<file path="config.mk">
export PLATFORM = sky130hd
export DESIGN_NAME = pwr_seq_ctrl
export DESIGN_NICKNAME = d
export VERILOG_FILES = /design/src/rtl/pwr_seq_pkg.sv /design/src/rtl/pwr_seq_sync.sv /design/src/rtl/pwr_seq_timer.sv /design/src/rtl/pwr_seq_fsm.sv /design/src/rtl/pwr_seq_ctrl.sv
export SDC_FILE = /design/constraint.sdc
export NUM_CORES = 1
export LEC_CHECK = 0
export ABC_AREA = 1
export BUFFER_PORTS_ARGS = -buffer_cell sky130_fd_sc_hd__buf_2
export CAP_MARGIN = 25
export CELL_PAD_IN_SITES_DETAIL_PLACEMENT = 1
export CELL_PAD_IN_SITES_GLOBAL_PLACEMENT = 1
export CORE_UTILIZATION = 44
export DETAILED_ROUTE_END_ITERATION = 6
export PLACE_DENSITY = 0.77
export SETUP_SLACK_MARGIN = 0.2
export SLEW_MARGIN = 20
export SYNTH_ARGS = -nofsm -noshare
export SYNTH_HDL_FRONTEND = slang
export SYNTH_SLANG_ARGS = --single-unit
export TNS_END_PERCENT = 30
</file>
<file path="constraint.sdc">
create_clock -name clk -period 1.85 [get_ports clk]
set_input_delay 0.0925 -clock clk [delete_from_list [all_inputs] [get_ports clk]]
set_output_delay 0.0925 -clock clk [all_outputs]
set_load 0.02 [all_outputs]
</file>
<file path="src/rtl/pwr_seq_pkg.sv">
package pwr_seq_pkg;
  typedef enum logic [2:0] {
    S_OFF        = 3'd0,
    S_RESET_HOLD = 3'd1,
    S_WAIT_HOLD  = 3'd2,
    S_RUN        = 3'd3,
    S_SHUTDOWN   = 3'd4
  } seq_state_t;

  localparam int NUM_RAILS = 4;
  // channel 3 is only enabled after a button start
  localparam int BTN_ONLY_IDX = 2;
endpackage

</file>
<file path="src/rtl/pwr_seq_sync.sv">
module pwr_seq_sync #(
  parameter int STAGES  = 2,
  parameter bit RST_VAL = 1'b0
) (
  input  logic clk,
  input  logic rst_n,
  input  logic d,
  output logic q
);
  logic [STAGES-1:0] chain;

  always_ff @(posedge clk or negedge rst_n) begin
    if (!rst_n) chain <= {STAGES{RST_VAL}};
    else        chain <= {chain[STAGES-2:0], d};
  end

  assign q = chain[STAGES-1];
endmodule

</file>
<file path="src/rtl/pwr_seq_timer.sv">
module pwr_seq_timer #(
  parameter int TICKS = 260
) (
  input  logic clk,
  input  logic rst_n,
  input  logic run,
  input  logic tick,
  output logic done
);
  localparam int CW = (TICKS > 1) ? $clog2(TICKS) : 1;
  localparam logic [CW-1:0] LAST = CW'(TICKS - 1);

  logic [CW-1:0] cnt;

  assign done = run && tick && (cnt == LAST);

  always_ff @(posedge clk or negedge rst_n) begin
    if (!rst_n)      cnt <= '0;
    else if (!run)   cnt <= '0;
    else if (tick)   cnt <= done ? '0 : cnt + 1'b1;
  end

  // count never runs past the final tick
  a_r4_cnt_bound: assert property (@(posedge clk) disable iff (!rst_n)
    cnt <= LAST);

  // a cycle without tick leaves the interval where it was
  a_r4_cnt_pause: assert property (@(posedge clk) disable iff (!rst_n)
    (run && $past(run) && !$past(tick)) |-> $stable(cnt));
endmodule

</file>
<file path="src/rtl/pwr_seq_fsm.sv">
module pwr_seq_fsm
  import pwr_seq_pkg::*;
(
  input  logic                 clk,
  input  logic                 rst_n,
  input  logic                 btn_low,
  input  logic                 hold_on,
  input  logic                 tmr_done,
  output seq_state_t           state,
  output logic [NUM_RAILS-1:0] rail_en,
  output logic                 rst_oe,
  output logic                 irq_n
);
  seq_state_t nxt;
  logic       btn_start;
  logic       powered;

  always_comb begin
    nxt = state;
    unique case (state)
      S_OFF: begin
        if (btn_low)      nxt = S_RESET_HOLD;
        else if (hold_on) nxt = S_RUN;
      end
      S_RESET_HOLD: begin
        if (tmr_done)                nxt = S_WAIT_HOLD;
        else if (!btn_low && !hold_on) nxt = S_OFF;
      end
      S_WAIT_HOLD: begin
        if (!btn_low) nxt = hold_on ? S_RUN : S_OFF;
      end
      S_RUN: begin
        if (!hold_on && !btn_low) nxt = S_SHUTDOWN;
      end
      S_SHUTDOWN: nxt = S_OFF;
      default:    nxt = S_OFF;
    endcase
  end

  always_ff @(posedge clk or negedge rst_n) begin
    if (!rst_n) begin
      state     <= S_OFF;
      btn_start <= 1'b0;
    end else begin
      state <= nxt;
      if (state == S_OFF) btn_start <= btn_low;
    end
  end

  assign powered = (state == S_RESET_HOLD) || (state == S_WAIT_HOLD) || (state == S_RUN);

  for (genvar i = 0; i < NUM_RAILS; i++) begin : g_rail
    if (i == BTN_ONLY_IDX) begin : g_btn_only
      assign rail_en[i] = powered && btn_start;
    end else begin : g_common
      assign rail_en[i] = powered;
    end
  end

  assign rst_oe = !((state == S_RUN) || (state == S_WAIT_HOLD));
  assign irq_n  = !((state == S_RUN) && btn_low);

  // shutdown is entered only from run with hold dropped and button up
  a_r8_shutdown_entry: assert property (@(posedge clk) disable iff (!rst_n)
    (state == S_SHUTDOWN) |-> ($past(state) == S_RUN && !$past(hold_on) && !$past(btn_low)));

  // leaving the wait state towards off needs a release with hold low
  a_r5_wait_drop: assert property (@(posedge clk) disable iff (!rst_n)
    (state == S_OFF && $past(state) == S_WAIT_HOLD) |-> (!$past(hold_on) && !$past(btn_low)));

  // reset interval ends only on the timer's final tick
  a_r4_interval_end: assert property (@(posedge clk) disable iff (!rst_n)
    (state == S_WAIT_HOLD && $past(state) == S_RESET_HOLD) |-> $past(tmr_done));

  // the channel-3 choice is frozen while powered
  a_r2_btn_start_stable: assert property (@(posedge clk) disable iff (!rst_n)
    (state != S_OFF && $past(state) != S_OFF) |-> $stable(btn_start));
endmodule

</file>
<file path="src/rtl/pwr_seq_ctrl.sv">
module pwr_seq_ctrl
  import pwr_seq_pkg::*;
#(
  parameter int RESET_TICKS = 260,
  parameter int SYNC_STAGES = 2
) (
  input  logic       clk,
  input  logic       rst_n,
  input  logic       tick,
  input  logic       btn_n,
  input  logic       pwr_hold,
  output logic [3:0] rail_en,
  output logic       rst_oe,
  output logic       irq_n
);
  localparam int NUM_IN = 2;
  // idle levels: bit 0 button (released = 1), bit 1 hold (low = 0)
  localparam logic [NUM_IN-1:0] IN_IDLE = 2'b01;

  logic [NUM_IN-1:0] raw_in;
  logic [NUM_IN-1:0] sync_in;
  logic              btn_low;
  logic              hold_on;
  logic              tmr_done;
  seq_state_t        state;

  assign raw_in = {pwr_hold, btn_n};

  for (genvar g = 0; g < NUM_IN; g++) begin : g_sync
    pwr_seq_sync #(
      .STAGES  (SYNC_STAGES),
      .RST_VAL (IN_IDLE[g])
    ) u_sync (
      .clk   (clk),
      .rst_n (rst_n),
      .d     (raw_in[g]),
      .q     (sync_in[g])
    );
  end

  assign btn_low = !sync_in[0];
  assign hold_on = sync_in[1];

  pwr_seq_timer #(
    .TICKS (RESET_TICKS)
  ) u_timer (
    .clk   (clk),
    .rst_n (rst_n),
    .run   (state == S_RESET_HOLD),
    .tick  (tick),
    .done  (tmr_done)
  );

  pwr_seq_fsm u_fsm (
    .clk      (clk),
    .rst_n    (rst_n),
    .btn_low  (btn_low),
    .hold_on  (hold_on),
    .tmr_done (tmr_done),
    .state    (state),
    .rail_en  (rail_en),
    .rst_oe   (rst_oe),
    .irq_n    (irq_n)
  );

  // rails coming up without channel 3 means a hold-only start
  a_r3_hold_start: assert property (@(posedge clk) disable iff (!rst_n)
    ($rose(rail_en[0]) && !rail_en[2]) |-> ($past(hold_on) && !$past(btn_low)));

  // interrupt is only signalled with the rails up
  a_r7_irq_powered: assert property (@(posedge clk) disable iff (!rst_n)
    !irq_n |-> (rail_en[0] && !rst_oe));

  // reset pin released only with all common rails on
  a_r6_release_rails: assert property (@(posedge clk) disable iff (!rst_n)
    !rst_oe |-> (rail_en[0] && rail_en[1] && rail_en[3]));
endmodule

</file>
==> impl_results.md, run 1 <==
- Status: finished, final reports clean
- Final Power: 1250 uW
- Met3 usage: 0.0333
- Switching Share: 0.446
- Max Fclk: 0.707 GHz
- Top post-synthesis cells by area: dfrtp_1 (40%), nand2_1 (9.6%), nor2_1 (7.6%)
- Global routing usage on met1: 0.299
- Rows: 16
- First-pass GRT wire length: 3230 um
- Power share of the sequential group: 0.397
- Final hold vios: 0
- Critical-path top delay cell: dfrtp_1
- GRT met2 Usage: 0.312
- GR peak layer: met2
- Syn-to-layout area delta: 12.1%
- Worst-margin pin slew: 0.392 ns
- Die W: 48.2 um
- Yosys reg bits: 17
- Port Buffers: 10
- CORE AREA: 0.00198 mm^2
- CTS clk-pin slew, worst paths: 0.10 ns
- Internal Pwr Total: 692 uW
- Worst setup EP type: output port
- Fin Clk Skew: 0.00367 ns
- Syn Nets: 127
- GP Congestion: 0.777
- Combinational share of power: 0.442
- Maximum VDD drop: 0.572 mV
- Power share of the clock group: 0.160
- Yosys top cell area share: 0.399
- Cell taking the most area after synthesis: dfrtp_1
- Largest net degree at the start of global routing: 18
- Die extent in y: 48.2 um
- Root buf cell: clkbuf_4
- Slew Viols, Final: 0
- Final HPWL from detailed placement: 1530 um
- Gr ovfl total: 0
- Setup TNS: 0 ns
- Sequential share of the synthesized area: 0.455
- Antenna Nets Post-Route: 0
- Share of layout cells above drive strength 1: 0.216
- Post-Route WL: 1920 um
- ANT cells: 0
- Cell count after synthesis: 121
- Arr. time, crit path: 1.32 ns
- Drc violations: 0
- CP startpoint kind: flop
- Crit Path Max Fanout: 8
- Mapped Avg Cell Area: 7.78 um^2
- GRT Total Usage: 0.208
- Worst Setup Path Type: flop to output port
- Via/cell ratio: 5.04
- Yosys warns: 0
- Initial drt markers: 6
- Hold Crit Class: input port to flop
- Deepest clock path buffer count: 2
- CTS tree: yes
- Number of global-route vias before repair: 749
- Die area: 0.00233 mm^2
- Initial Utilization: 0.475
- Final period util: 0.765
- Req. time, crit path: 1.76 ns
- Worst skew pair latency: 0.29 ns
- Final setup fails: 0
- Max-cap viol count: 0
- Max-slew headroom: 0.739
- P_sw: 557 uW
- Netlist cell types: 24
- Layout Utilization: 0.532
- Clock Sink Count: 17
- H-tree depth: 1
- Vias: 811
- Post-CTS setup buffer count: 0
- DR WL/cell: 11.9 um
- Leak: 0.000542 uW
- Pre-Repair DR Iteration Count: 4
- Min Clock Period, post-route: 1.41 ns
- Initial antenna violation count: 0
- Crit-path cells: nor2_1, nor3b_1, buf_2
- CTS buffer count: 3
- Nets@finish: 141
- # IOs: 11
- Delay of the slowest critical-path stage: 0.51 ns
- Pwr/cell area: 1180 mW/mm^2
- RSZ-0062 raised after global routing: no
- Mapped Area: 941 um^2
## worst max-delay path, delay by kind of cell (launching register included)
family | cells | cell delay (ns)
flip-flops | 1 | 0.51
AND/OR/NAND/NOR | 2 | 0.32
buffers and inverters | 1 | 0.20
## flip-flops by register name, summed over array words and instances (netlist names)
| name | count |
|---|---|
| u_fsm.btn_start | 1 |
| u_timer.cnt | 9 |
| u_fsm.state | 3 |
| g_sync.u_sync.chain | 4 |
## power groups by stage
stage	Sequential, uW	Combinational, uW	Clock (uW)
floorplan	480	483	0
global placement	502	545	0
detailed placement	505	557	0
CTS	497	563	208
global route	507	644	217
finish	496	552	200
## layout make-up
| class | count | area (um^2) |
|---|---|---|
| Clock buffer | 3 | 22.5 |
| Clock inverter | 1 | 5.00 |
| Fill cell | 247 | 927 |
| Inverter | 20 | 75.1 |
| Multi-Input combinational cell | 80 | 410 |
| Sequential cell | 17 | 428 |
| Tap cell | 27 | 33.8 |
| Timing Repair Buffer | 13 | 80.1 |
## cell usage in the layout (no fill, tap or decap)
master         instances
nor3b_1                1
o21ai_0                1
dfrtp_1               15
xor2_1                 3
a21oi_2                1
nand3_1               13
nor3_2                 2
dlygate4sd3_1          3
nor3b_2                1
nor2_1                19
buf_2                 10
inv_1                 13
nand2_4                1
inv_2                  7
o21a_1                 1
o22ai_1                1
nand3_2                1
dfstp_2                2
ha_1                   1
clkbuf_4               3
nand4_1                3
clkinv_2               1
o211ai_1               1
a21oi_1                1
o21ai_1                5
nand2_1               24
## synthesized netlist by cell type (all sizes together)
| cell | instances |
|---|---|
| o21ai | 6 |
| dfstp | 2 |
| nand2 | 25 |
| nor2 | 19 |
| ha | 1 |
| buf | 4 |
| o211ai | 1 |
| inv | 20 |
| nor3 | 2 |
| xor2 | 3 |
| o22ai | 1 |
| nand4 | 3 |
| nand3 | 14 |
| nor3b | 2 |
| dfrtp | 15 |
| a21oi | 2 |
| o21a | 1 |
## per-stage QoR
stage | area [um^2] | std cells | setup slack (ns) | hold WS (ns)
after global placement | 997 | 154 | 0.488 | 0.0324
after global routing | 1050 | 161 | 0.273 | 0.128
after detailed placement | 997 | 154 | 0.452 | 0.0391
final | 1050 | 161 | 0.436 | 0.108
after CTS | 1050 | 161 | 0.407 | 0.109
after floorplan | 941 | 121 | 0.632 | -0.203
## cells by family (layout without fill, tap and decap cells)
group,after synthesis,after routing,share of synthesized area
simple gates,65,65,0.326
buf+inv,24,37,0.109
fa+ha+maj,1,1,0.0133
xor+xnor,3,3,0.0279
compound gates,11,11,0.0691
flops,17,17,0.455
## per-layer routing
layer,share of wire,up-vias
met5,0,-
met4,0.016,0
met3,0.029,5
met2,0.47,17
met1,0.49,383
li1,-,406
## final timing paths
check | cells past startpoint | endpoint | start | slack [ns]
setup / recovery | 3 | rail_en[2] | u_fsm.state[1] | 0.44
hold / removal | 3 | u_timer.cnt[4] | tick | 0.11
setup reg to reg | 8 | u_fsm.state[1] | u_timer.cnt[0] | 0.45
hold reg to reg | 0 | g_sync[1].u_sync.chain[1] | g_sync[1].u_sync.chain[0] | 0.36
max in group asynchronous | 2 | g_sync[0].u_sync.chain[1] | rst_n | 1.29
min in group asynchronous | 2 | u_timer.cnt[1] | rst_n | 0.24
## repair_timing
item | 4_1_cts | 5_1_grt
gates resized for setup | 0 | 0
hold buffers | 3 | 0
endpoints found under the hold margin | 17 | 0
(Power assumes the default switching activity.)
==> run 2: changes to the inputs <==
Settings changed: ABC_AREA 1 to 0, CORE_UTILIZATION 44 to 43, PLACE_DENSITY 0.77 to 0.72.
Clock period 1.85 ns to 1.4 ns, I/O delays scaled along.
==> impl_results.md, run 2 <==
- Largest net degree at the start of global routing: 18 (unchanged)
- Max reg flops: 9 (unchanged)
- Hold_sp: tick
- Die area: 0.00220 mm^2 (-5.5%)
- RSZ-0062 raised after global routing: yes
- First-pass GRT wire length: 3790 um (+17%)
- Yosys reg bits: 17 (unchanged)
- Slew Viols, Final: 0 (unchanged)
- Non-Filler Instances: 142 (-12%)
- Syn-to-layout area delta: 39.2%
- Nets@finish: 124 (-12%)
- Register Area: 429 um^2 (+0.29%)
- Worst Setup Path Type: flop to flop
- CTS buffer count: 3 (unchanged)
- Final setup fails: 12 (+12)
- CP startpoint kind: flop
- ANT cells: 0 (unchanged)
- Req. time, crit path: 1.59 ns (-0.17 ns)
- Vias: 795 (-2.0%)
- H-tree depth: 1 (unchanged)
- Share of layout cells above drive strength 1: 0.470 (+0.254)
- # IOs: 11 (unchanged)
- Most common cell in the synthesized netlist: dfrtp_1
- Top cells by count, synth: dfrtp_1 (15), nor2_1 (6), inv_1 (5), nand2_1 (4), nand3_1 (4)
- CTS tree: yes
- Biggest register: u_timer.cnt
- CORE AREA: 0.00180 mm^2 (-9.1%)
- Pwr/cell area: 1030 mW/mm^2 (-13%)
- CTS clk-pin slew, worst paths: 0.11 ns (about the same)
- Worst setup EP type: flop
- Final hold vios: 0 (unchanged)
- Arr. time, crit path: 1.94 ns (+0.62 ns)
- Synth Flop Type: dfrtp_1
- Status: finished with violations
- CP startpoint: u_timer.cnt[5]
- Layout Utilization: 0.670 (+0.138)
- Critical-path top delay cell: dfrtp_1
- Maximum VDD drop: 0.724 mV (+26%)
- GRT Total Usage: 0.262 (+0.0535)
- Worst setup slack after layout: -0.350 ns (-0.785 ns)
- Min Clock Period, post-route: 1.75 ns
- Commonest cells after routing, fill and taps aside: buf_4 (22), dfrtp_1 (14), buf_2 (8)
- Mapped Area: 867 um^2 (-7.8%)
- Number of global-route vias before repair: 792 (+5.7%)
- Delay of the slowest critical-path stage: 0.41 ns (-0.10 ns)
- Via/cell ratio: 5.60 (+11%)
- Crit Path Max Fanout: 3 (-5)
- Failing checks: negative setup slack
- Initial drt markers: 17 (+11)
- Sequential share of the synthesized area: 0.494 (+0.0387)
- Port Buffers: 10 (unchanged)
- Leak: 0.000547 uW (+0.80%)
- Syn Nets: 89 (-30%)
- CP top delay family: simple AND/OR/NAND/NOR gates
- Yosys top cell area share: 0.433 (+0.0340)
- Crit-path cells: or3_4, o41a_1, and3_1, a211o_1
- FFs w/ async S/R, synth: 1.00 (unchanged)
- Drc violations: 0 (unchanged)
- Cell count after synthesis: 83 (-31%)
- Gr ovfl total: 0 (unchanged)
- Fill cells: 203 (-18%)
- Rows: 15 (-1)
- Max-cap viol count: 0 (unchanged)
- Fin Clk Skew: 0.00400 ns (+0.000329 ns)
- Initial Utilization: 0.481 (+0.00650)
- Final HPWL from detailed placement: 1680 um (+9.6%)
- GP Congestion: 0.862 (+11%)
- Top post-synthesis cells by area: dfrtp_1 (43%), dfstp_2 (6.1%), o41ai_4 (3.2%)
- Worst skew pair latency: 0.30 ns (about the same)
- Yosys warns: 0 (unchanged)
- DR WL/cell: 17.7 um (+49%)
- Worst-margin pin slew: 0.393 ns (+0.00134 ns)
- Worst r2r src: u_timer.cnt[5]
- Footprint of the multi-input gates: 432 um^2 (+5.2%)
- Pre-Repair DR Iteration Count: 4 (unchanged)
- Die W: 46.9 um (-2.8%)
- Final period util: 1.25
- Root buf cell: clkbuf_4
- Commonest non-fill, non-tap cell in the layout: buf_4
- Worst path bufs/invs: 0 (-1)
- Dpl cells: 130 (-16%)
- Cell taking the most area after synthesis: dfrtp_1
- Biggest regs: u_timer.cnt x9, g_sync.u_sync.chain x4, u_fsm.state x3
- Clock Sink Count: 17 (unchanged)
- Die extent in y: 46.9 um (-2.8%)
- Post-Route WL: 2510 um (+31%)
- Antenna Nets Post-Route: 0 (unchanged)
- Netlist cell types: 38 (+58%)
- Deepest clock path buffer count: 2 (unchanged)
- Max-slew headroom: 0.738 (-0.000894)
- Max Fclk: 0.572 GHz
- Mapped Avg Cell Area: 10.4 um^2 (+34%)
- Post-synth EDFFs: 0 (unchanged)
- Initial antenna violation count: 0 (unchanged)
- Hold Crit Class: input port to flop
-- run 2: worst reg2reg max path: cells and delay by family, from the launching register on --
family	cells	cell delay [ns]
flops	1	0.41
compound gates	2	0.61
simple gates	2	0.61
-- run 2: metal layers --
layer | share of wire | global-route usage | up-vias
met4 | 0.0099 | 0.0686 | 0
met1 | 0.43 | 0.332 | 389
met5 | 0 | 0 | -
li1 | - | - | 370
met3 | 0.037 | 0.0538 | 4
met2 | 0.52 | 0.456 | 32
-- run 2: per-stage QoR --
step	power, uW	setup TNS (ns)	setup slack (ns)	instance area, um^2	hold slack [ns]
6_report	1240	-2.13	-0.350	1210	0.0964
3_3_place_gp	881	-1.26	-0.277	1050	0.0119
3_5_place_dp	904	-1.54	-0.294	1050	0.0135
2_1_floorplan	780	-0.884	-0.273	876	-0.226
5_1_grt	1310	-2.71	-0.364	1210	0.0684
4_1_cts	1210	-1.60	-0.247	1170	0.0951
-- run 2: kinds of logic (layout without fill, tap and decap cells) --
logic type,count (synthesis),in the layout,synth area share
xor+xnor,2,2,0.0202
flops,17,17,0.494
mux,1,1,0.0130
simple gates,35,35,0.247
buf+inv,11,45,0.0620
fa+ha+maj,1,1,0.0144
compound gates,16,16,0.150
-- run 2: layout make-up --
cell class | instances | share of cell area
multi-input cells | 55 | 0.358
clock buffers | 3 | 0.0187
well taps | 25 | 0.0259
clock inverters | 1 | 0.00415
repair buffers | 36 | 0.223
flip-flops and latches | 17 | 0.355
inverters | 5 | 0.0155
-- run 2: path summary, 6_finish.rpt --
kind                                                   to  slack (ns)  cells after the start
worst max register to register             u_timer.cnt[8]       -0.35                      4
max in group asynchronous       g_sync[0].u_sync.chain[1]        0.87                      2
worst max-delay path                       u_timer.cnt[8]       -0.35                      4
worst min-delay path                       u_timer.cnt[0]         0.1                      3
min in group asynchronous                  u_fsm.state[1]        0.21                      2
worst min register to register  g_sync[0].u_sync.chain[1]        0.37                      0
-- run 2: power by group --
group	switching, uW	internal, uW	leakage, uW
Clock	170	106	0.0000177
Combinational	205	194	0.000313
Sequential	32.0	531	0.000216
-- run 2: timing repair --
item,CTS,global route
resized for setup,10,6
pin swaps,9,3
gates cloned,0,0
buffers inserted,3,2
hold buffers,3,0
setup endpoints to repair,18,18
endpoints found under the hold margin,19,0
==> run 3: changes to the inputs <==
Settings changed: CORE_MARGIN set to 2.
==> impl_results.md, run 3 (synthesis results as in run 2) <==
- H-tree depth: 1 (unchanged)
- CTS tree: yes
- Die W: 48.9 um (+4.3%)
- Share of layout cells above drive strength 1: 0.463 (-0.00728)
- Worst Setup Path Type: flop to flop
- Switching Share: 0.327 (-0.00155)
- Arr. time, crit path: 1.91 ns (-0.03 ns)
- Post-layout instance area: 0.00122 mm^2 (+0.93%)
- Internal Pwr Total: 849 uW (+2.1%)
- ANT cells: 0 (unchanged)
- Slew Viols, Final: 0 (unchanged)
- Post-Route WL: 2430 um (-3.2%)
- Leak: 0.000558 uW (+2.0%)
- Final setup fails: 12 (unchanged)
- Die extent in y: 48.9 um (+4.3%)
- Max reg flops: 9 (unchanged)
- Final period util: 1.23 (-0.0149)
- Status: finished with violations
- Rows: 16 (+1)
- Pwr/cell area: 1040 mW/mm^2 (+0.91%)
- CP startpoint kind: flop
- Initial Utilization: 0.451 (-0.0301)
- Failing checks: negative setup slack
- Root buf cell: clkbuf_4
- Pre-CTS setup slack: -0.331 ns (-0.0370 ns)
- GP Congestion: 0.812 (-5.7%)
- Maximum VDD drop: 0.515 mV (-29%)
- Initial antenna violation count: 0 (unchanged)
- Deepest clock path buffer count: 2 (unchanged)
- Power share of the clock group: 0.221 (-0.002)
- Vias: 798 (+0.38%)
- Max Fclk: 0.578 GHz (+1.2%)
- DR WL/cell: 16.4 um (-7.1%)
- Largest net degree at the start of global routing: 18 (unchanged)
- Commonest non-fill, non-tap cell in the layout: buf_4
- # IOs: 11 (unchanged)
- Clock Sink Count: 17 (unchanged)
- Hold Crit Class: input port to flop
- RSZ-0062 raised after global routing: yes
- Area after DPL: 0.00107 mm^2 (+1.7%)
- Final hold vios: 0 (unchanged)
- First-pass GRT wire length: 3680 um (-2.9%)
- Power share of the sequential group: 0.443 (-0.012)
- Max-cap viol count: 0 (unchanged)
- Pre-Repair DR Iteration Count: 4 (unchanged)
- Worst-margin pin slew: 0.381 ns (-0.0121 ns)
- Crit Path Max Fanout: 4 (+1)
- Req. time, crit path: 1.59 ns (about the same)
- Number of global-route vias before repair: 811 (+2.4%)
- Initial drt markers: 18 (+1)
- CTS buffer count: 3 (unchanged)
- P_sw: 413 uW (+1.4%)
- Syn-to-layout area delta: 40.5%
- Worst setup slack after layout: -0.329 ns (+0.0208 ns)
- Biggest regs: u_timer.cnt x9, g_sync.u_sync.chain x4, u_fsm.state x3
- Fin Clk Skew: 0.00309 ns (-0.000918 ns)
- Worst setup EP type: flop
- Final HPWL from detailed placement: 1540 um (-8.0%)
- Max-slew headroom: 0.744 (+0.00571)
- Nets@finish: 128 (+3.2%)
- Antenna Nets Post-Route: 0 (unchanged)
- CTS clk-pin slew, worst paths: 0.11 ns (about the same)
- Combinational share of power: 0.336 (+0.014)
- Die area: 0.00239 mm^2 (+8.7%)
- Worst skew pair latency: 0.30 ns (about the same)
- Via/cell ratio: 5.39 (-3.7%)
- Commonest cells after routing, fill and taps aside: buf_4 (26), dfrtp_1 (15), buf_2 (8)
- Min Clock Period, post-route: 1.73 ns (-0.0208 ns)
- Gr ovfl total: 0 (unchanged)
- Port Buffers: 10 (unchanged)
- CORE AREA: 0.00192 mm^2 (+6.7%)
- Drc violations: 0 (unchanged)
- GRT Total Usage: 0.208 (-0.0534)
- Biggest register: u_timer.cnt
run 3: layout make-up:
class	instances	area [um^2]
repair buffers	40	299
flip-flops and latches	17	428
multi-input cells	55	409
clock inverters	1	7.51
well taps	27	33.8
clock buffers	3	22.5
inverters	5	18.8
fillers	213	703
run 3: repair_timing:
| item | CTS | global route |
|---|---|---|
| pin swaps | 3 | 2 |
| setup buffers | 4 | 3 |
| hold buffers | 3 | 0 |
| resized for setup | 7 | 4 |
| hold endpoints to repair | 19 | 0 |
| endpoints found under the setup margin | 18 | 18 |
run 3: path summary, 6_finish.rpt:
path                                             endpoint  slack, ns  cells past startpoint                       from
min in group asynchronous                 u_fsm.btn_start       0.23                      2                      rst_n
worst max register to register             u_timer.cnt[8]      -0.33                      5             u_timer.cnt[1]
worst min register to register  g_sync[0].u_sync.chain[1]       0.36                      0  g_sync[0].u_sync.chain[0]
worst max-delay path                       u_timer.cnt[8]      -0.33                      5             u_timer.cnt[1]
max in group asynchronous       g_sync[0].u_sync.chain[1]       0.86                      2                      rst_n
worst min-delay path                       u_timer.cnt[1]       0.12                      2                       tick
run 3: power groups by stage:
| stage | combinational [uW] | clock (uW) | sequential [uW] |
|---|---|---|---|
| after global placement | 329 | 0 | 564 |
| after global routing | 457 | 319 | 562 |
| after floorplan | 215 | 0 | 565 |
| final | 424 | 279 | 559 |
| after CTS | 387 | 292 | 556 |
| after detailed placement | 338 | 0 | 567 |
run 3: worst max-delay path: stages (launching register included):
cell and delay [ns]:
dfrtp_1 0.40, ha_2 0.20, nand4b_1 0.14, o41a_1 0.47, and3_1 0.18, a211o_1 0.24
run 3: through the flow:
step | utilization | power (uW) | hold WS, ns | std cells | setup TNS, ns
after floorplan | - | 780 | -0.226 | 83 | -0.884
after global placement | 0.556 | 892 | 0.00814 | 134 | -1.55
after detailed placement | 0.556 | 905 | 0.0117 | 134 | -1.89
after CTS | 0.617 | 1230 | 0.0971 | 145 | -1.79
after global routing | 0.634 | 1340 | 0.116 | 148 | -3.46
final | 0.634 | 1260 | 0.121 | 148 | -2.16
run 3: metal layers:
metal  part of all wire  wire length, um  vias up  global-route usage
met3              0.033               81        4              0.0368
met5                  0                0        -                   0
met2               0.52             1270       23               0.354
met4              0.014               34        0               0.100
met1               0.43             1050      393               0.256
li1                   -                -      378                   -
